===== config.mk =====
export PLATFORM = sky130hd
export DESIGN_NAME = tstamp_ctr40
export DESIGN_NICKNAME = d
export VERILOG_FILES = /design/src/rtl/tstamp_pkg.sv /design/src/rtl/tstamp_count.sv /design/src/rtl/tstamp_snap.sv /design/src/rtl/tstamp_regs.sv /design/src/rtl/tstamp_ctr40.sv
export SDC_FILE = /design/constraint.sdc
export NUM_CORES = 1
export LEC_CHECK = 0
export ABC_CLOCK_PERIOD_IN_PS = 2100
export BUFFER_PORTS_ARGS = -buffer_cell sky130_fd_sc_hd__buf_2
export CAP_MARGIN = 20
export CORE_MARGIN = 3
export CORE_UTILIZATION = 53
export CTS_CLUSTER_DIAMETER = 150
export CTS_CLUSTER_SIZE = 30
export DETAILED_ROUTE_END_ITERATION = 10
export GPL_TIMING_DRIVEN = 0
export PLACE_DENSITY_LB_ADDON = 0.15
export SLEW_MARGIN = 20
export SYNTH_ARGS = -nofsm -noshare
export SYNTH_HDL_FRONTEND = slang
export SYNTH_SLANG_ARGS = --single-unit

===== constraint.sdc =====
create_clock -name clk -period 2.1 [get_ports clk]
set_clock_uncertainty 0.05 [all_clocks]
set_input_delay 0.315 -clock clk [delete_from_list [all_inputs] [get_ports clk]]
set_output_delay 0.315 -clock clk [all_outputs]
set_load 0.03 [all_outputs]

===== src/rtl/tstamp_pkg.sv =====
package tstamp_pkg;
  localparam int WORD_W = 32;
  typedef logic [WORD_W-1:0] word_t;
endpackage


===== src/rtl/tstamp_count.sv =====
module tstamp_count #(
  parameter int CNT_W = 40,
  parameter logic [CNT_W-1:0] CNT_RST = '0
) (
  input  logic             clk,
  input  logic             rst,
  input  logic             run,
  input  logic             tick,
  output logic [CNT_W-1:0] count
);
  localparam logic [CNT_W-1:0] ONE = CNT_W'(1);

  // Free-running up-counter; natural binary wrap, no carry-out flag.
  always_ff @(posedge clk) begin
    if (rst) begin
      count <= CNT_RST;
    end else if (run && tick) begin
      count <= count + ONE;
    end
  end
endmodule


===== src/rtl/tstamp_snap.sv =====
module tstamp_snap #(
  parameter int HI_W = 8
) (
  input  logic            clk,
  input  logic            rst,
  input  logic            capture,
  input  logic [HI_W-1:0] upper,
  output logic [HI_W-1:0] shadow
);
  // Holds the upper count bits seen at the last low-word read.
  always_ff @(posedge clk) begin
    if (rst) begin
      shadow <= '0;
    end else if (capture) begin
      shadow <= upper;
    end
  end
endmodule


===== src/rtl/tstamp_regs.sv =====
module tstamp_regs
  import tstamp_pkg::*;
#(
  parameter int ADDR_W = 8,
  parameter int HI_W   = 8,
  parameter logic [ADDR_W-1:0] LO_ADDR = ADDR_W'(8'h60),
  parameter logic [ADDR_W-1:0] HI_ADDR = ADDR_W'(8'h64)
) (
  input  logic              clk,
  input  logic              rst,
  input  logic              rd,
  input  logic              wr,
  input  logic [ADDR_W-1:0] addr,
  input  word_t             wdata,
  input  word_t             count_lo,
  input  logic [HI_W-1:0]   shadow,
  output logic              capture,
  output logic              run_en,
  output word_t             rdata,
  output logic              rvalid
);
  localparam int EN_BIT = HI_W;

  logic  sel_lo, sel_hi;
  word_t hi_word, rd_mux;
  logic  unused_wbits;

  assign sel_lo  = (addr == LO_ADDR);
  assign sel_hi  = (addr == HI_ADDR);
  assign capture = rd && sel_lo;
  assign unused_wbits = ^{wdata[WORD_W-1:EN_BIT+1], wdata[EN_BIT-1:0]};

  always_comb begin
    hi_word             = '0;
    hi_word[HI_W-1:0]   = shadow;
    hi_word[EN_BIT]     = run_en;
  end

  always_comb begin
    if (sel_lo)      rd_mux = count_lo;
    else if (sel_hi) rd_mux = hi_word;
    else             rd_mux = '0;
  end

  always_ff @(posedge clk) begin
    if (rst) begin
      run_en <= 1'b0;
    end else if (wr && sel_hi) begin
      run_en <= wdata[EN_BIT];
    end
  end

  always_ff @(posedge clk) begin
    if (rst) begin
      rdata  <= '0;
      rvalid <= 1'b0;
    end else begin
      rvalid <= rd;
      if (rd) rdata <= rd_mux;
    end
  end
endmodule


===== src/rtl/tstamp_ctr40.sv =====
module tstamp_ctr40
  import tstamp_pkg::*;
#(
  parameter int CNT_W  = 40,
  parameter int ADDR_W = 8,
  parameter logic [ADDR_W-1:0] LO_ADDR = ADDR_W'(8'h60),
  parameter logic [ADDR_W-1:0] HI_ADDR = ADDR_W'(8'h64),
  parameter logic [CNT_W-1:0]  CNT_RST = '0
) (
  input  logic              clk,
  input  logic              rst,
  input  logic              tick_en,
  input  logic              bus_rd,
  input  logic              bus_wr,
  input  logic [ADDR_W-1:0] bus_addr,
  input  logic [31:0]       bus_wdata,
  output logic [31:0]       bus_rdata,
  output logic              bus_rvalid
);
  localparam int HI_W = CNT_W - WORD_W;

  logic [CNT_W-1:0] cnt_q;
  logic [HI_W-1:0]  shadow_q;
  logic             run_en_q;
  logic             cap;

  tstamp_count #(.CNT_W(CNT_W), .CNT_RST(CNT_RST)) u_count (
    .clk   (clk),
    .rst   (rst),
    .run   (run_en_q),
    .tick  (tick_en),
    .count (cnt_q)
  );

  tstamp_snap #(.HI_W(HI_W)) u_snap (
    .clk     (clk),
    .rst     (rst),
    .capture (cap),
    .upper   (cnt_q[CNT_W-1:WORD_W]),
    .shadow  (shadow_q)
  );

  tstamp_regs #(
    .ADDR_W(ADDR_W), .HI_W(HI_W), .LO_ADDR(LO_ADDR), .HI_ADDR(HI_ADDR)
  ) u_regs (
    .clk      (clk),
    .rst      (rst),
    .rd       (bus_rd),
    .wr       (bus_wr),
    .addr     (bus_addr),
    .wdata    (bus_wdata),
    .count_lo (cnt_q[WORD_W-1:0]),
    .shadow   (shadow_q),
    .capture  (cap),
    .run_en   (run_en_q),
    .rdata    (bus_rdata),
    .rvalid   (bus_rvalid)
  );
endmodule


==> results of run 1 <==
[layout by cell type, fill, tap and decap left out, drive strengths merged, types with 5 or more instances in the layout]
master,count
dfxtp,82
mux2,9
nor4,5
nor3,8
clkbuf,26
nand3,27
a22o,23
xor2,27
inv,7
nor2,55
buf,53
and3,5
nand4,23
xnor2,9
nand2b,11
nand2,13
mux2i,9
a21oi,11
[registers in the layout (all words and copies together) (netlist names)]
signal and flops:
u_snap.shadow 8, u_regs.rvalid 1, u_regs.rdata 32, u_regs.run_en 1
u_count.count 40
[cells by family (layout without fill, tap and decap cells)]
family	count (synthesis)	after routing	synth area share
multiplexers	18	18	0.0569
XOR/XNOR	36	36	0.0936
buffers and inverters	29	90	0.0353
AND/OR/NAND/NOR	155	155	0.242
AO/OA/AOI/OAI	37	37	0.0814
adder cells (fa/ha/maj)	1	1	0.00372
flip-flops	82	82	0.488
[metrics by stage]
stage | instances | power (W)
floorplan | 358 | 0.00163
finish | 494 | 0.00291
CTS | 494 | 0.00294
detailed placement | 478 | 0.00166
global placement | 478 | 0.00166
global route | 494 | 0.00300
[per-layer routing]
layer,vias up,track usage,share of wire
li1,1357,-,-
met1,1305,0.277,0.48
met2,56,0.304,0.46
met3,8,0.0471,0.045
met4,0,0.0892,0.016
met5,-,0,0
[timing repair]
action / CTS / global route
resized for setup: 0 / 2
endpoints found under the setup margin: 0 / 13
hold buffers: 0 / 0
[where the power goes]
part / switching [W] / internal, W / leakage [nW]
clock: 0.000553 / 0.000735 / 0.117
combinational: 0.0000454 / 0.0000210 / 0.886
sequential: 0.000000204 / 0.00155 / 0.660
[worst max-delay path by stage]
stage | depth (start not counted) | slack, ns | start | to
floorplan | 7 | 0.45 | bus_addr[7] | u_regs.rdata[11]
global placement | 8 | 0.02 | bus_addr[7] | u_regs.rdata[26]
detailed placement | 8 | -0.04 | bus_addr[7] | u_regs.rdata[24]
CTS | 7 | 0.04 | u_count.count[0] | u_count.count[10]
global route | 5 | 0.008 | u_count.count[5] | u_count.count[37]
finish | 5 | 0.1 | u_count.count[2] | u_count.count[37]
[worst register-to-register path, delay by kind of cell (launching register included)]
| family | cells | cell delay, ns |
|---|---|---|
| compound gates | 1 | 0.08 |
| simple gates | 4 | 1.38 |
| flops | 1 | 0.43 |
[final cells by class]
cell class | instances | area share
clock inverter | 4 | 0.0188
sequential | 82 | 0.418
clock buffer | 12 | 0.0395
inverter | 7 | 0.00670
buffer | 22 | 0.0236
multi-input combinational | 247 | 0.412
timing repair buffer | 45 | 0.0574
tap | 75 | 0.0239
==> results, run 1 <==
- The flow ran to the end, and the final reports show no timing, DRC or antenna violations.
- Registers take 0.00164 mm^2.
- The number of sinks handled by clock tree synthesis is 82.
- The worst min-delay path startpoint is bus_wdata[8].
- After detailed routing, the total wire length is 7120 um.
- The area of the placeable core is 0.00603 mm^2.
- The worst setup slack after placement is -0.0421 ns.
- Traced cell by cell, the critical path runs through nand3_1 > nor3_4 > nand3_2 > or4_1 > o21ai_1.
- The critical path contains buffers and inverters numbering 0 combined.
- The final cell utilization of the core is 0.651.
- After filler insertion, the fill cell instance count of the layout stands at 528.
- The insertion delay to the later sink of the worst-skew pair is about 0.35 ns.
- The worst endpoint data arrival time is around 2.2 ns.
- Entering global routing, the biggest net connects 14 pins.
- The worst path meets setup with 0.0990 ns of slack.
- Setup repair after global routing left no endpoint under its margin.
- For this run, the top clock speed supported by timing is 0.500 GHz.
- The worst setup path category is flop to flop.
- The floorplan step defined a die boundary enclosing ~0.0073 mm^2.
- The average wire per cell in the routed design is 14.4 um.
- The number of placed I/O pins is approximately 80.
- The final setup TNS is 0 ns.
- The commonest cells after synthesis are 82 x sky130_fd_sc_hd__dfxtp_1, 55 x sky130_fd_sc_hd__nor2_1, 27 x sky130_fd_sc_hd__xor2_1.
- The multi-input logic area is about 0.0016 mm^2.
- In this run the clock root is driven by a sky130_fd_sc_hd__clkbuf_8.
- Data on the critical path is required at its endpoint by 2.33 ns.
- The width of the die is 85.7 um.
- The count of final hold-check violations came to 0.
- The time the final worst path needs with I/O delays and setup is 2.00 ns.
- The number of max-slew violations in the final report came to 0.
- STA classifies the critical path startpoint as a flop.
- In this run the critical register-to-register path is launched from u_count.count[2].
- The number of clock buffers added by TritonCTS is 9.
- The synthesized design contains 82 register bits.
- The reg2reg setup slack is around 0.099 ns.
- For this run, the slowest stage of the critical path takes 0.51 ns.
- The fraction of layout instances using a drive strength above 1 is 0.200.
- The post-placement cell area is ~0.0037 mm^2.
- In the global route stage, overall resource usage came out at 0.202.
- The growth of design area from synthesis to finish is 16.5%.
- The post-synthesis async set-or-reset flop share is 0.
- The number of failing setup endpoints in the final timing report is 0.
- The final non-filler cell area is 0.00392 mm^2.
- Of all nets on the critical path, the largest fanout is 7.
- The routed layout has 2726 vias.
- The maximum ir drop on the vdd rail is 0.660 mV.
- STA classifies the critical path endpoint as a flop.
- The kind of cell adding the most delay to the critical path is simple AND/OR/NAND/NOR gates.
- The total overflow left after global routing is 0.
- The wire length of the first global-routing pass is 11700 um.
- The gate count after technology mapping is 358.
- The post-CTS repair timing setup buffer count is 0.
- The cell with the biggest individual delay on the critical path is sky130_fd_sc_hd__or4_1.
- The number of antenna violations at the first check in global routing is 0.
- The post-synthesis cell type count is 33.
- Of the synthesized area, sequential elements account for 0.488.
- The repair_antennas step left the layout with diodes totalling 0.
- The main flop type after synthesis is sky130_fd_sc_hd__dfxtp_1.
- The clock tree synthesis step divided the H-tree into 3 levels.
- The cell accounting for the most synthesized area is sky130_fd_sc_hd__dfxtp_1.
- The number of max-cap violations is 0.
- Dividing total power by cell area gives a power density of 741 mW/mm^2.
- Once detail routing completed, the nets flagged for antenna violations numbered 0.
- For this configuration, the core starts out at a cell density of 0.559.
- The worst hold path was traced through 3 stages.
- Once detailed placement completed, the half-perimeter wirelength came to 5020 um.
- The number of cells on the worst reg-to-reg path is 5.
- In this run the tightest slew margin relative to its limit is 0.632.
- The endpoint of the worst hold-timing path is u_regs.run_en.
- The number of cell rows is 28.
- The clock transition time at the flip-flop clock pins of the worst setup and hold paths is roughly 0.08 ns.
- The number of buffers on the longest clock path is 2.
- The floorplan step set the die height to 85.7 um.
- The number of warnings reported in the yosys synthesis log is 0.
- The TritonCTS clock tree is yes.
- The static power due to leakage is between 1.5 and 2 nW.
- The DRC violation total after the first TritonRoute iteration is 162.
- The first detailed-routing pass took 4 iterations.
- The number of nets in the finished design is 460.
- In this run the cell area of the synthesized design comes to 0.00337 mm^2.
- The end of the worst register-to-register path is u_count.count[37].
- The most used standard cell by instance count after synthesis is sky130_fd_sc_hd__dfxtp_1.
- Yosys attributes the largest share of cell area to sky130_fd_sc_hd__dfxtp_1 49%, sky130_fd_sc_hd__xor2_1 7.0%, sky130_fd_sc_hd__nor2_1 6.1%.
- The tightest hold path in the finished design has a slack of 0.164 ns.
- The number of global-route vias before repair was 2530.
- After detailed routing, the number of vias per cell comes to 5.52.
- The number of enable flip-flop cells after synthesis is 0.
- At the end of routability-driven placement, the weighted congestion stood at 0.834.
- The count of port buffers added during placement is 45.
- The post-detailed-route DRC marker count is 0.
- The share of Yosys cell area claimed by the top area cell type is 0.488.
- The post-synth net total is 404.
- At the pin with the least slew margin, the transition time is 0.552 ns.
- In this run the worst hold path is classified as input port to flop.
- In the finished design, the share of the clock period the worst path needs comes to 0.953.
- The average instance area after synthesis is ~9.4 um^2.
Note: power is estimated with default switching activity, not from simulation.
==> run 2: changes to the inputs <==
CTS_CLUSTER_DIAMETER = 40   (was 150)
REMOVE_ABC_BUFFERS = 1   (was unset)
==> results, run 2 (synthesized netlist as in run 1, its figures left out) <==
- The wire length of the first global-routing pass is 11500 um (-2.3%).
- The insertion delay to the later sink of the worst-skew pair came to 0.35 ns (about the same).
- The area of the placeable core came to 0.00603 mm^2 (unchanged).
- The maximum ir drop on the vdd rail came to 0.457 mV (-31%).
- The total track usage is 0.196 (-0.00610).
- The total number of vias is 2678 (-1.8%).
- The number of max-slew violations in the final report is 0 (unchanged).
- The DRC violation total after the first TritonRoute iteration is 232 (+43%).
- The hold slack came to 0.154 ns (-0.00964 ns).
- The worst setup slack after placement was -0.664 ns (-0.622 ns).
- The width of the die is 85.7 um (unchanged).
- The worst setup path is captured at a flop.
- The final critical-path setup slack is 0.166 ns (+0.0668 ns).
- The count of port buffers added during placement is 46 (+2.2%).
- The average wire per cell in the routed design is 14.1 um (-1.8%).
- The cts-stage hold buffer count came to 0 (unchanged).
- The power density over the cells came to 670 mW/mm^2 (-9.6%).
- The biggest cell delay along the critical path is 0.49 ns (-0.02 ns).
- Setup repair after global routing left no endpoint under its margin.
- The cell total after placement is 460 (-3.8%).
- The time the final worst path needs with I/O delays and setup came to 1.93 ns (-0.0668 ns).
- The worst endpoint data arrival time is 2.17 ns (-0.07 ns).
- For this design, the slowest cell found on the critical path is sky130_fd_sc_hd__or4_1.
- The number of antenna violations at the first check in global routing is 0 (unchanged).
- The static power due to leakage is 1.66 nW (about the same).
- The share of the clock period used by the worst path after layout is 0.921 (-0.0318).
- The post-detailed-route DRC marker count is 0 (unchanged).
- The signal on the critical path passes through nand4_2 > nor3_4 > nand3_2 > or4_1 > o21ai_1.
- The endpoint of the worst hold-timing path is u_regs.run_en.
- TritonCTS built the clock tree.
- The leading cell type in the layout, fill and taps excluded is sky130_fd_sc_hd__dfxtp_1.
- The critical path is of the flop to flop type.
- In the final layout, the registers with the most flip-flops are u_count.count: 40 flops, u_regs.rdata: 32 flops, u_snap.shadow: 8 flops.
- The growth of design area from synthesis to finish is 16.4%.
- The number of max-cap violations was 0 (unchanged).
- The cell family contributing the most delay on the critical path is simple AND/OR/NAND/NOR gates.
- The instance count along the most critical hold path was 3 (unchanged).
- The total die area is 0.00735 mm^2 (unchanged).
- The count of final hold-check violations is 0 (unchanged).
- The number of cell rows was 28 (unchanged).
- In the layout the commonest cells are 82 x sky130_fd_sc_hd__dfxtp_1, 52 x sky130_fd_sc_hd__nor2_1, 46 x sky130_fd_sc_hd__buf_2, 27 x sky130_fd_sc_hd__xor2_1, 26 x sky130_fd_sc_hd__nand3_1.
- The number of iterations in the first detailed-routing pass is 4 (unchanged).
- The fraction of layout instances using a drive strength above 1 was 0.227 (+0.0264).
- The number of antenna diodes was 0 (unchanged).
- The number of nets in the finished design was 452 (-1.7%).
- The clock transition time at the flip-flop clock pins of the worst setup and hold paths is 0.07 ns (about the same).
- The number of buffers on the longest clock path is 2 (unchanged).
- The die boundary height is 85.7 um (unchanged).
- The number of buffers created by CTS is 9 (unchanged).
- The half-perimeter wire length after detailed placement came to 4210 um (-16%).
- The number of sinks handled by clock tree synthesis came to 82 (unchanged).
- The total overflow reported by the global router is 0 (unchanged).
- CTS placed an instance of sky130_fd_sc_hd__clkbuf_8 at the clock tree root.
- The data required time of the worst path is 2.33 ns (about the same).
- The reg2reg setup slack came to 0.17 ns (+0.07 ns).
- The worst setup path is launched from a flop.
- The number of failing setup endpoints in the final timing report is 0 (unchanged).
- The mean number of vias per cell is 5.52 (about the same).
- The number of H-tree levels is 3 (unchanged).
- The logic depth of the worst register-to-register path came to 5 (unchanged).
- The register with the most flip-flops is u_count.count.
- The path class of the tightest hold or removal check is input port to flop.
- The final weighted congestion in routability-driven placement came to 0.728 (-13%).
- The effective utilization at floorplan came to 0.559 (unchanged).
- The number of global-route vias before repair was 2416 (-4.5%).
- The overall power consumption is 0.00263 W (-9.7%).
- The final non-filler cell total is 485 (-1.8%).
- The largest net degree at the start of global routing was 64 (+50).
- The endpoint identified for the worst register-to-register timing path is u_count.count[37].
- The final cell utilization of the core is 0.650 (-0.000831).
- The number of buffer and inverter stages on the critical path was 0 (unchanged).
- The worst-path maximum fanout is 7 (unchanged).
- The flow ran to the end, and the final reports show no timing, DRC or antenna violations.
- The fill cell total of the finished layout is 496 (-6.1%).
- The maximum achievable frequency is 0.517 GHz (+3.5%).
- The routed wire length came to 6860 um (-3.6%).
- The worst min-delay path startpoint is bus_wdata[8].
- The number of placed I/O pins is 78 (unchanged).
- The headroom to the max-slew limit is 0.571 (-0.0606).
- The number of flip-flops in the largest register is 40 (unchanged).
- The beginning of the worst register-to-register path is u_count.count[5].
- The measured slew at the worst slew-check pin came to 0.643 ns (+0.0909 ns).
- The remaining antenna violation count came to 0 (unchanged).
[run 2: layout make-up]
type | count | area [um^2] | area share
clock inverters | 3 | 15.0 | 0.00383
clock buffers | 12 | 155 | 0.0396
well taps | 75 | 93.8 | 0.0239
multi-input cells | 248 | 1660 | 0.423
inverters | 7 | 26.3 | 0.00670
repair buffers | 58 | 328 | 0.0837
flip-flops and latches | 82 | 1640 | 0.419
[run 2: routing by layer]
layer | vias to the layer above | global-route usage | routed length (um)
met5 | - | 0 | 0
met3 | 12 | 0.0346 | 256
met2 | 46 | 0.305 | 3360
met4 | 0 | 0.0950 | 131
met1 | 1273 | 0.263 | 3110
li1 | 1347 | - | -
[run 2: repair_timing]
item                                    4_1_cts  5_1_grt
buffers inserted                              3        6
gates cloned                                  1        0
pin swaps                                     4        3
resized for setup                             1        3
endpoints found under the setup margin       30       23
[run 2: through the flow]
| stage | cell area [um^2] | setup TNS [ns] |
|---|---|---|
| 2_1_floorplan | 3270 | -26.02 |
| 4_1_cts | 3850 | 0 |
| 3_5_place_dp | 3650 | -14.67 |
| 6_report | 3920 | 0 |
| 5_1_grt | 3920 | 0 |
| 3_3_place_gp | 3600 | -68.40 |
[run 2: tightest hold or removal path: stages]
cell and delay (ns):
sky130_fd_sc_hd__buf_2 0.07, sky130_fd_sc_hd__mux2i_1 0.05, sky130_fd_sc_hd__nor2_1 0.08
[run 2: worst max path at each step]
stage	from	to	slack (ns)	depth (start not counted)
finish	u_count.count[5]	u_count.count[37]	0.17	5
global route	bus_addr[7]	u_regs.rdata[31]	0.1	8
CTS	u_count.count[5]	u_count.count[37]	0.02	5
detailed placement	bus_addr[7]	u_regs.rdata[26]	-0.66	8
global placement	bus_addr[7]	u_regs.rdata[27]	-2.29	6
floorplan	bus_addr[7]	u_regs.rdata[10]	-1.04	5
[run 2: report_power, final]
group	switching (W)	leakage [nW]	total [W]	internal [W]
sequential	0.000000213	0.660	0.00155	0.00155
clock	0.000527	0.0920	0.00101	0.000482
combinational	0.0000422	0.911	0.0000619	0.0000198
total	0.000570	1.66	0.00263	0.00206
==> run 3: changes to the inputs <==
PLACE_DENSITY = 0.83   (was unset)
PLACE_DENSITY_LB_ADDON = unset   (was 0.15)
==> results, run 3 (synthesized netlist as in run 1, its figures left out) <==
- The power density over the cells is 750 mW/mm^2 (+12%).
- The number of cell rows was 28 (unchanged).
- The leading cell type in the layout, fill and taps excluded is sky130_fd_sc_hd__dfxtp_1.
- The average wire per cell in the routed design is 14.9 um (+5.5%).
- The number of iterations in the first detailed-routing pass was 5 (+1).
- The final non-filler cell total is 486 (+0.21%).
- The final weighted congestion in routability-driven placement was 0.721 (-0.99%).
- The number of H-tree levels came to 3 (unchanged).
- The worst-path maximum fanout is 7 (unchanged).
- The worst setup path category is flop to flop.
- The number of antenna violations at the first check in global routing was 0 (unchanged).
- The insertion delay to the later sink of the worst-skew pair is 0.36 ns (about the same).
- The largest net degree at the start of global routing is 64 (unchanged).
- The post-detailed-route DRC marker count is 0 (unchanged).
- The area of the placeable core is 0.00603 mm^2 (unchanged).
- The static power due to leakage is 1.69 nW (+1.4%).
- More flip-flops sit in one register than any other, and that register is u_count.count.
- The number of global-route vias before repair is 2524 (+4.5%).
- The measured slew at the worst slew-check pin is 1.11 ns (+0.463 ns).
- The number of buffers created by CTS is 9 (unchanged).
- The run finished with clean final reports.
- The number of sinks handled by clock tree synthesis is 82 (unchanged).
- The maximum ir drop on the vdd rail is 0.469 mV (+2.6%).
- The number of max-slew violations in the final report was 0 (unchanged).
- The number of placed I/O pins is 78 (unchanged).
- The buffer cell driving the clock tree root is sky130_fd_sc_hd__clkbuf_8.
- The multi-input logic area is 0.00165 mm^2 (-0.68%).
- The hold slack is 0.171 ns (+0.0166 ns).
- The share of the clock period used by the worst path after layout was 0.938 (+0.0171).
- The DRC violation total after the first TritonRoute iteration is 186 (-20%).
- The path class of the lowest-slack min-delay path is input port to flop.
- The nature of the critical path endpoint is a flop.
- The total number of vias is 2759 (+3.0%).
- The final critical-path setup slack is 0.130 ns (-0.0358 ns).
- The worst endpoint data arrival time is 2.12 ns (-0.05 ns).
- The fraction of layout instances using a drive strength above 1 was 0.226 (-0.000552).
- The count of final hold-check violations was 0 (unchanged).
- The worst setup slack after placement is -0.425 ns (+0.240 ns).
- Leaving out fill and tap cells, the most frequent cells in the layout are 82 x sky130_fd_sc_hd__dfxtp_1, 52 x sky130_fd_sc_hd__nor2_1, 46 x sky130_fd_sc_hd__buf_2, 27 x sky130_fd_sc_hd__xor2_1, 26 x sky130_fd_sc_hd__nand3_1.
- The cts-stage hold buffer count is 0 (unchanged).
- The final cell utilization of the core came to 0.661 (+0.0106).
- The headroom to the max-slew limit is 0.262 (-0.309).
- The fill cell total of the finished layout is 464 (-6.5%).
- The number of failing setup endpoints in the final timing report is 0 (unchanged).
- The type of origin of the critical path is a flop.
- The logic depth of the worst register-to-register path was 5 (unchanged).
- The routed wire length was 7250 um (+5.7%).
- The total overflow reported by the global router is 0 (unchanged).
- The total die area is 0.00735 mm^2 (unchanged).
- The number of buffers on the longest clock path was 2 (unchanged).
- In the final layout, the registers with the most flip-flops are u_count.count: 40 flops, u_regs.rdata: 32 flops, u_snap.shadow: 8 flops.
- The total track usage is 0.195 (-0.00122).
- The number of flip-flops in the largest register is 40 (unchanged).
- The cell total after placement came to 460 (unchanged).
- The count of port buffers added during placement was 46 (unchanged).
- The effective utilization at floorplan is 0.559 (unchanged).
- The maximum achievable frequency came to 0.508 GHz (-1.8%).
- The die boundary height came to 85.7 um (unchanged).
- Setup repair after global routing left no endpoint under its margin.
- The wire length of the first global-routing pass is 11500 um (+0.60%).
- The TritonCTS clock tree is yes.
- The mean number of vias per cell is 5.68 (+2.8%).
- The number of nets in the finished design is 452 (unchanged).
- The footprint of the flip-flops and latches is 0.00164 mm^2 (unchanged).
- The data required time of the worst path is 2.25 ns (-0.08 ns).
- The number of antenna diodes came to 0 (unchanged).
- The half-perimeter wire length after detailed placement is 4360 um (+3.6%).
- The time the final worst path needs with I/O delays and setup is 1.97 ns (+0.0358 ns).
- The clock transition time at the flip-flop clock pins of the worst setup and hold paths is 0.08 ns (about the same).
- Compared with the post-synthesis result, the final layout area differs by 18.3%.
- The number of max-cap violations is 0 (unchanged).
- The instance count along the most critical hold path is 3 (unchanged).
- The final setup TNS is 0 ns (unchanged).
- The remaining antenna violation count was 0 (unchanged).
- The width of the die was 85.7 um (unchanged).
==> run 3: worst paths after layout <==
path | startpoint | end | slack [ns]
worst max register to register | u_count.count[28] | u_count.count[38] | 0.13
worst min register to register | u_regs.rdata[1] | u_regs.rdata[1] | 0.42
worst min-delay path | bus_wdata[8] | u_regs.run_en | 0.17
worst max-delay path | u_count.count[28] | u_count.count[38] | 0.13
==> run 3: critical path, stage by stage, from the launching register on <==
cell,delay [ns]
sky130_fd_sc_hd__dfxtp_1,0.40
sky130_fd_sc_hd__nand4_1,0.31
sky130_fd_sc_hd__nor4_1,0.56
sky130_fd_sc_hd__nand4_1,0.20
sky130_fd_sc_hd__xor2_1,0.23
sky130_fd_sc_hd__nor2_1,0.07
==> run 3: repair_timing <==
action | 4_1_cts | 5_1_grt
pin swaps | 4 | 3
resized for setup | 1 | 2
cloned | 1 | 0
setup buffers | 3 | 6
setup endpoints to repair | 38 | 19
==> run 3: cell type report <==
class | count | share of cell area
sequential | 82 | 0.412
multi-input combinational | 248 | 0.414
timing repair buffer | 58 | 0.0833
clock inverter | 6 | 0.0286
inverter | 7 | 0.00660
tap | 75 | 0.0236
clock buffer | 10 | 0.0320
==> run 3: stage by stage <==
stage / power, W / instance area (um^2)
after detailed placement: 0.00165 / 3650
after floorplan: 0.00161 / 3270
final: 0.00299 / 3980
after global placement: 0.00165 / 3600
after global routing: 0.00306 / 3980
after CTS: 0.00300 / 3930
==> run 3: power by group <==
group | total, W | internal, W | switching (W)
logic | 0.0000611 | 0.0000193 | 0.0000417
clock network | 0.00137 | 0.000794 | 0.000578
registers | 0.00155 | 0.00155 | 0.000000282
total | 0.00299 | 0.00237 | 0.000620
==> run 3: routing by layer <==
| layer | global-route usage | share of wire |
|---|---|---|
| met1 | 0.234 | 0.43 |
| met2 | 0.334 | 0.51 |
| met3 | 0.0384 | 0.042 |
| met4 | 0.0892 | 0.014 |
| met5 | 0 | 0 |
